File: config.mk
export PLATFORM = sky130hd
export DESIGN_NAME = operand_fwd_unit
export DESIGN_NICKNAME = d
export VERILOG_FILES = /design/src/rtl/fwd_pkg.sv /design/src/rtl/fwd_opnd_sel.sv /design/src/rtl/fwd_rdport_byp.sv /design/src/rtl/operand_fwd_unit.sv
export SDC_FILE = /design/constraint.sdc
export NUM_CORES = 1
export LEC_CHECK = 0
export ABC_AREA = 1
export ABC_CLOCK_PERIOD_IN_PS = 1100
export BUFFER_PORTS_ARGS = -buffer_cell sky130_fd_sc_hd__buf_2
export CAP_MARGIN = 20
export CORE_AREA = 2 2 78 80
export DETAILED_ROUTE_END_ITERATION = 8
export DIE_AREA = 0 0 80 82
export PLACE_DENSITY = 0.8
export SETUP_SLACK_MARGIN = 0.02
export SLEW_MARGIN = 30
export SYNTH_ARGS = -nofsm -noshare
export SYNTH_HDL_FRONTEND = slang
export SYNTH_HIERARCHICAL = 1
export SYNTH_SLANG_ARGS = --single-unit
File: constraint.sdc
create_clock -name vclk -period 1.1
set_input_delay 0.055 -clock vclk [all_inputs]
set_output_delay 0.055 -clock vclk [all_outputs]
set_load 0.01 [all_outputs]
File: src/rtl/fwd_pkg.sv
package fwd_pkg;
  // ALU operand source choice; the bit positions are decoded by the operand muxes
  typedef enum logic [1:0] {
    SEL_RF  = 2'b00,
    SEL_MWB = 2'b01,
    SEL_EXM = 2'b10
  } opnd_sel_e;

  localparam int N_OPND  = 2;
  localparam int N_RDPRT = 2;
endpackage

File: src/rtl/fwd_opnd_sel.sv
module fwd_opnd_sel #(
  parameter int AW = 5
) (
  input  logic [AW-1:0]     src_i,
  input  logic              exm_wr_i,
  input  logic [AW-1:0]     exm_dst_i,
  input  logic              mwb_wr_i,
  input  logic [AW-1:0]     mwb_dst_i,
  output fwd_pkg::opnd_sel_e sel_o
);
  import fwd_pkg::*;

  logic src_live;
  logic exm_hit;
  logic mwb_hit;

  always_comb begin
    src_live = |src_i;
    exm_hit  = exm_wr_i && src_live && (exm_dst_i == src_i);
    mwb_hit  = mwb_wr_i && src_live && (mwb_dst_i == src_i);
    if (exm_hit)      sel_o = SEL_EXM;
    else if (mwb_hit) sel_o = SEL_MWB;
    else              sel_o = SEL_RF;
  end

  always_comb begin

    zero_src_chk: assert (|src_i || sel_o == SEL_RF)
      else $error("register 0 forwarded");

    no_wr_chk: assert (exm_wr_i || mwb_wr_i || sel_o == SEL_RF)
      else $error("forward with no write flag");

    sel_legal_chk: assert (sel_o != 2'b11)
      else $error("illegal select");

    exm_prio_chk: assert (!(exm_wr_i && exm_dst_i == src_i && |src_i) || sel_o == SEL_EXM)
      else $error("younger result not preferred");
  end
endmodule

File: src/rtl/fwd_rdport_byp.sv
module fwd_rdport_byp #(
  parameter int AW = 5,
  parameter int DW = 32
) (
  input  logic [AW-1:0] rd_addr_i,
  input  logic [DW-1:0] rf_data_i,
  input  logic          wb_en_i,
  input  logic [AW-1:0] wb_addr_i,
  input  logic [DW-1:0] wb_data_i,
  output logic          byp_o,
  output logic [DW-1:0] data_o
);
  always_comb begin
    byp_o  = wb_en_i && (|rd_addr_i) && (wb_addr_i == rd_addr_i);
    data_o = byp_o ? wb_data_i : rf_data_i;
  end

  always_comb begin

    id_data_chk: assert (!byp_o || data_o == wb_data_i)
      else $error("bypass without writeback data");

    id_zero_chk: assert (|rd_addr_i || !byp_o)
      else $error("register 0 bypassed");

    id_pass_chk: assert (byp_o || data_o == rf_data_i)
      else $error("stored data altered");
  end
endmodule

File: src/rtl/operand_fwd_unit.sv
module operand_fwd_unit #(
  parameter int AW = 5,
  parameter int DW = 32
) (
  input  logic [AW-1:0] ex_rs_i,
  input  logic [AW-1:0] ex_rt_i,
  input  logic          exm_wr_en_i,
  input  logic [AW-1:0] exm_dst_i,
  input  logic          mwb_wr_en_i,
  input  logic [AW-1:0] mwb_dst_i,
  input  logic [AW-1:0] id_rs_i,
  input  logic [AW-1:0] id_rt_i,
  input  logic [DW-1:0] rf_rs_data_i,
  input  logic [DW-1:0] rf_rt_data_i,
  input  logic          wb_en_i,
  input  logic [AW-1:0] wb_addr_i,
  input  logic [DW-1:0] wb_data_i,
  output logic [1:0]    fwd_a_sel_o,
  output logic [1:0]    fwd_b_sel_o,
  output logic          id_rs_byp_o,
  output logic          id_rt_byp_o,
  output logic [DW-1:0] id_rs_data_o,
  output logic [DW-1:0] id_rt_data_o
);
  import fwd_pkg::*;

  logic [AW-1:0]      ex_src   [N_OPND];
  opnd_sel_e          opnd_sel [N_OPND];
  logic [AW-1:0]      rd_addr  [N_RDPRT];
  logic [DW-1:0]      rd_raw   [N_RDPRT];
  logic [DW-1:0]      rd_out   [N_RDPRT];
  logic               rd_byp   [N_RDPRT];

  assign ex_src[0]  = ex_rs_i;
  assign ex_src[1]  = ex_rt_i;
  assign rd_addr[0] = id_rs_i;
  assign rd_addr[1] = id_rt_i;
  assign rd_raw[0]  = rf_rs_data_i;
  assign rd_raw[1]  = rf_rt_data_i;

  for (genvar g = 0; g < N_OPND; g++) begin : g_opnd
    fwd_opnd_sel #(.AW(AW)) u_sel (
      .src_i     (ex_src[g]),
      .exm_wr_i  (exm_wr_en_i),
      .exm_dst_i (exm_dst_i),
      .mwb_wr_i  (mwb_wr_en_i),
      .mwb_dst_i (mwb_dst_i),
      .sel_o     (opnd_sel[g])
    );
  end

  for (genvar g = 0; g < N_RDPRT; g++) begin : g_rdp
    fwd_rdport_byp #(.AW(AW), .DW(DW)) u_byp (
      .rd_addr_i (rd_addr[g]),
      .rf_data_i (rd_raw[g]),
      .wb_en_i   (wb_en_i),
      .wb_addr_i (wb_addr_i),
      .wb_data_i (wb_data_i),
      .byp_o     (rd_byp[g]),
      .data_o    (rd_out[g])
    );
  end

  assign fwd_a_sel_o  = opnd_sel[0];
  assign fwd_b_sel_o  = opnd_sel[1];
  assign id_rs_byp_o  = rd_byp[0];
  assign id_rt_byp_o  = rd_byp[1];
  assign id_rs_data_o = rd_out[0];
  assign id_rt_data_o = rd_out[1];

  always_comb begin

    opnd_indep_chk: assert (ex_rs_i != ex_rt_i || fwd_a_sel_o == fwd_b_sel_o)
      else $error("same source resolved differently");
  end
endmodule

==> impl_metrics.ini <==
[outcome]
status = finished, violations left
violations = negative setup slack

[sta]
setup_violations = 65
fin_crit_ps = 1290
maxSlewViolCount = 0
tightest_slew_ps = 243
setup_ws_ps = -192
hold_viol = 0
fin_crit_sh_pct = 117
rsz0062_at_grt = true
max-slew-margin-rel_pct = 83.8
fmax_mhz = 774

[power]
totalPowerFinal_mw = 1.51
vdd.ir_drop.worst_mv = 0.279
p_leak_nw = 2.32
power_density_nw_per_um2 = 397

[synthesis]
synth.distinct_cells = 14
syn_area_um2 = 2010
synthCells = 418
seq_area_frac_synth_pct = 0
syn_nets = 552
avgSynthCellArea_um2 = 4.81
yosys_warnings = 6

[worst_setup_path]
required_ps = 1040
end_kind = primary output
cp_max_fo = 12
crit_family = buffers and inverters
critPathMaxStageDelay_ps = 220
crit_buf_inv = 5
critPathLaunchType = input port
cp_cell_sequence = buf_8 -> inv_2 -> nand2_2 -> o21ai_2 -> buf_4 -> nor2_4 -> clkbuf_16 -> nand4_1 -> nand2_1 -> buf_2
path_class = in2out
slowest_stage = nor2_4
cp.arrival_ps = 1240

[route]
postRouteWirelength_mm = 10.5
via_count = 3602
detail-route-antenna-nets = 0
drc = 0
drt_iter0_markers = 252
first_pass_iters = 5
vias_per_cell = 5.16
wl_per_cell_um = 15.1

[cells_and_area]
layout_common_cells = buf_2, nand2_1, nand2_2
syn_to_final_growth_pct = 89.0
fill_cells = 478
diodes = 0
fin_nets = 759
clockBufferCount = 0
seq_cells = 0
drive_gt1_share_pct = 57.3
layout_commonest_cell = buf_2
ff_latch_area_um2 = 0
final_util_pct = 66.1
fin_area_um2 = 3800
finalNonFillerCells = 698
multi_input_area_um2 = 1810

[global_routing]
grt_start_max_net_pins = 33
antenna_found_initial = 0
grt_overflow = 0
grt_pass1_vias = 2956
grtUsageTotal_pct = 23.3
grt_pass1_wl_mm = 12.7

[cts]
cts_hold_buf = 0

[run]
maxCapViolCount = 0

[die]
start_util_pct = 35.0
fp.dieH_um = 82
num_rows = 28
core_um2 = 5750
fp.dieW_um = 80
dieArea_um2 = 6560
ios = 204

[placed_design]
placed_cells = 687
port_buffers = 204
post-place-ws_ps = -101
place_area_um2 = 3170
detailed_place_hpwl_mm = 6.77
place_congestion = 0.855

[worst_hold_path]
min_path_type = in2out
[logic make-up after synthesis]
| family | synth area share, % |
|---|---|
| compound gates | 0.872 |
| buf+inv | 20.2 |
| simple gates | 79.0 |
[layout make-up]
type                            instances  area share [%]
Tap cell                               75            2.47
Timing Repair Buffer                  231            43.9
Multi-Input combinational cell        334            47.8
Inverter                               58            5.86
[Yosys cell counts (all sizes together)]
library cell	instances	area, um^2
nand2	228	956
nand3	4	20.0
inv	58	218
buf	26	188
nor2	34	168
nand4	66	443
o21ai	2	17.5
[final timing paths]
check	startpoint	to	slack, ps	cells past startpoint
hold / removal	rf_rt_data_i[26]	id_rt_data_o[26]	380	4
setup / recovery	wb_addr_i[2]	id_rs_data_o[8]	-190	10
[routing by layer]
| metal | vias up | share of wire (%) | GRT usage, % |
|---|---|---|---|
| li1 | 1733 | - | - |
| met1 | 1574 | 36 | 29.4 |
| met2 | 239 | 50 | 44.3 |
| met3 | 56 | 9.8 | 1.98 |
| met4 | 0 | 4.4 | 2.88 |
| met5 | - | 0 | 0 |
[stage by stage]
stage | TNS, ps | hold WS (ps)
floorplan | 0 | 222
global placement | -2820 | 380
CTS | -1590 | 385
detailed placement | -4080 | 381
finish | -5540 | 383
global route | -10630 | 402
[repair_timing]
| action | 4_1_cts | 5_1_grt |
|---|---|---|
| buffers inserted | 4 | 2 |
| endpoints found under the setup margin | 66 | 65 |
| cloned | 2 | 6 |
| endpoints found under the hold margin | 0 | 0 |
| pin swaps | 16 | 17 |
| resized for setup | 35 | 100 |
[report_power, final]
group | leakage, nW | internal [mW] | switching, mW
sequential | 0 | 0 | 0
clock | 0 | 0 | 0
combinational | 2.32 | 0.701 | 0.806
total | 2.32 | 0.701 | 0.806
No activity file was read; power rests on OpenSTA's default activity.
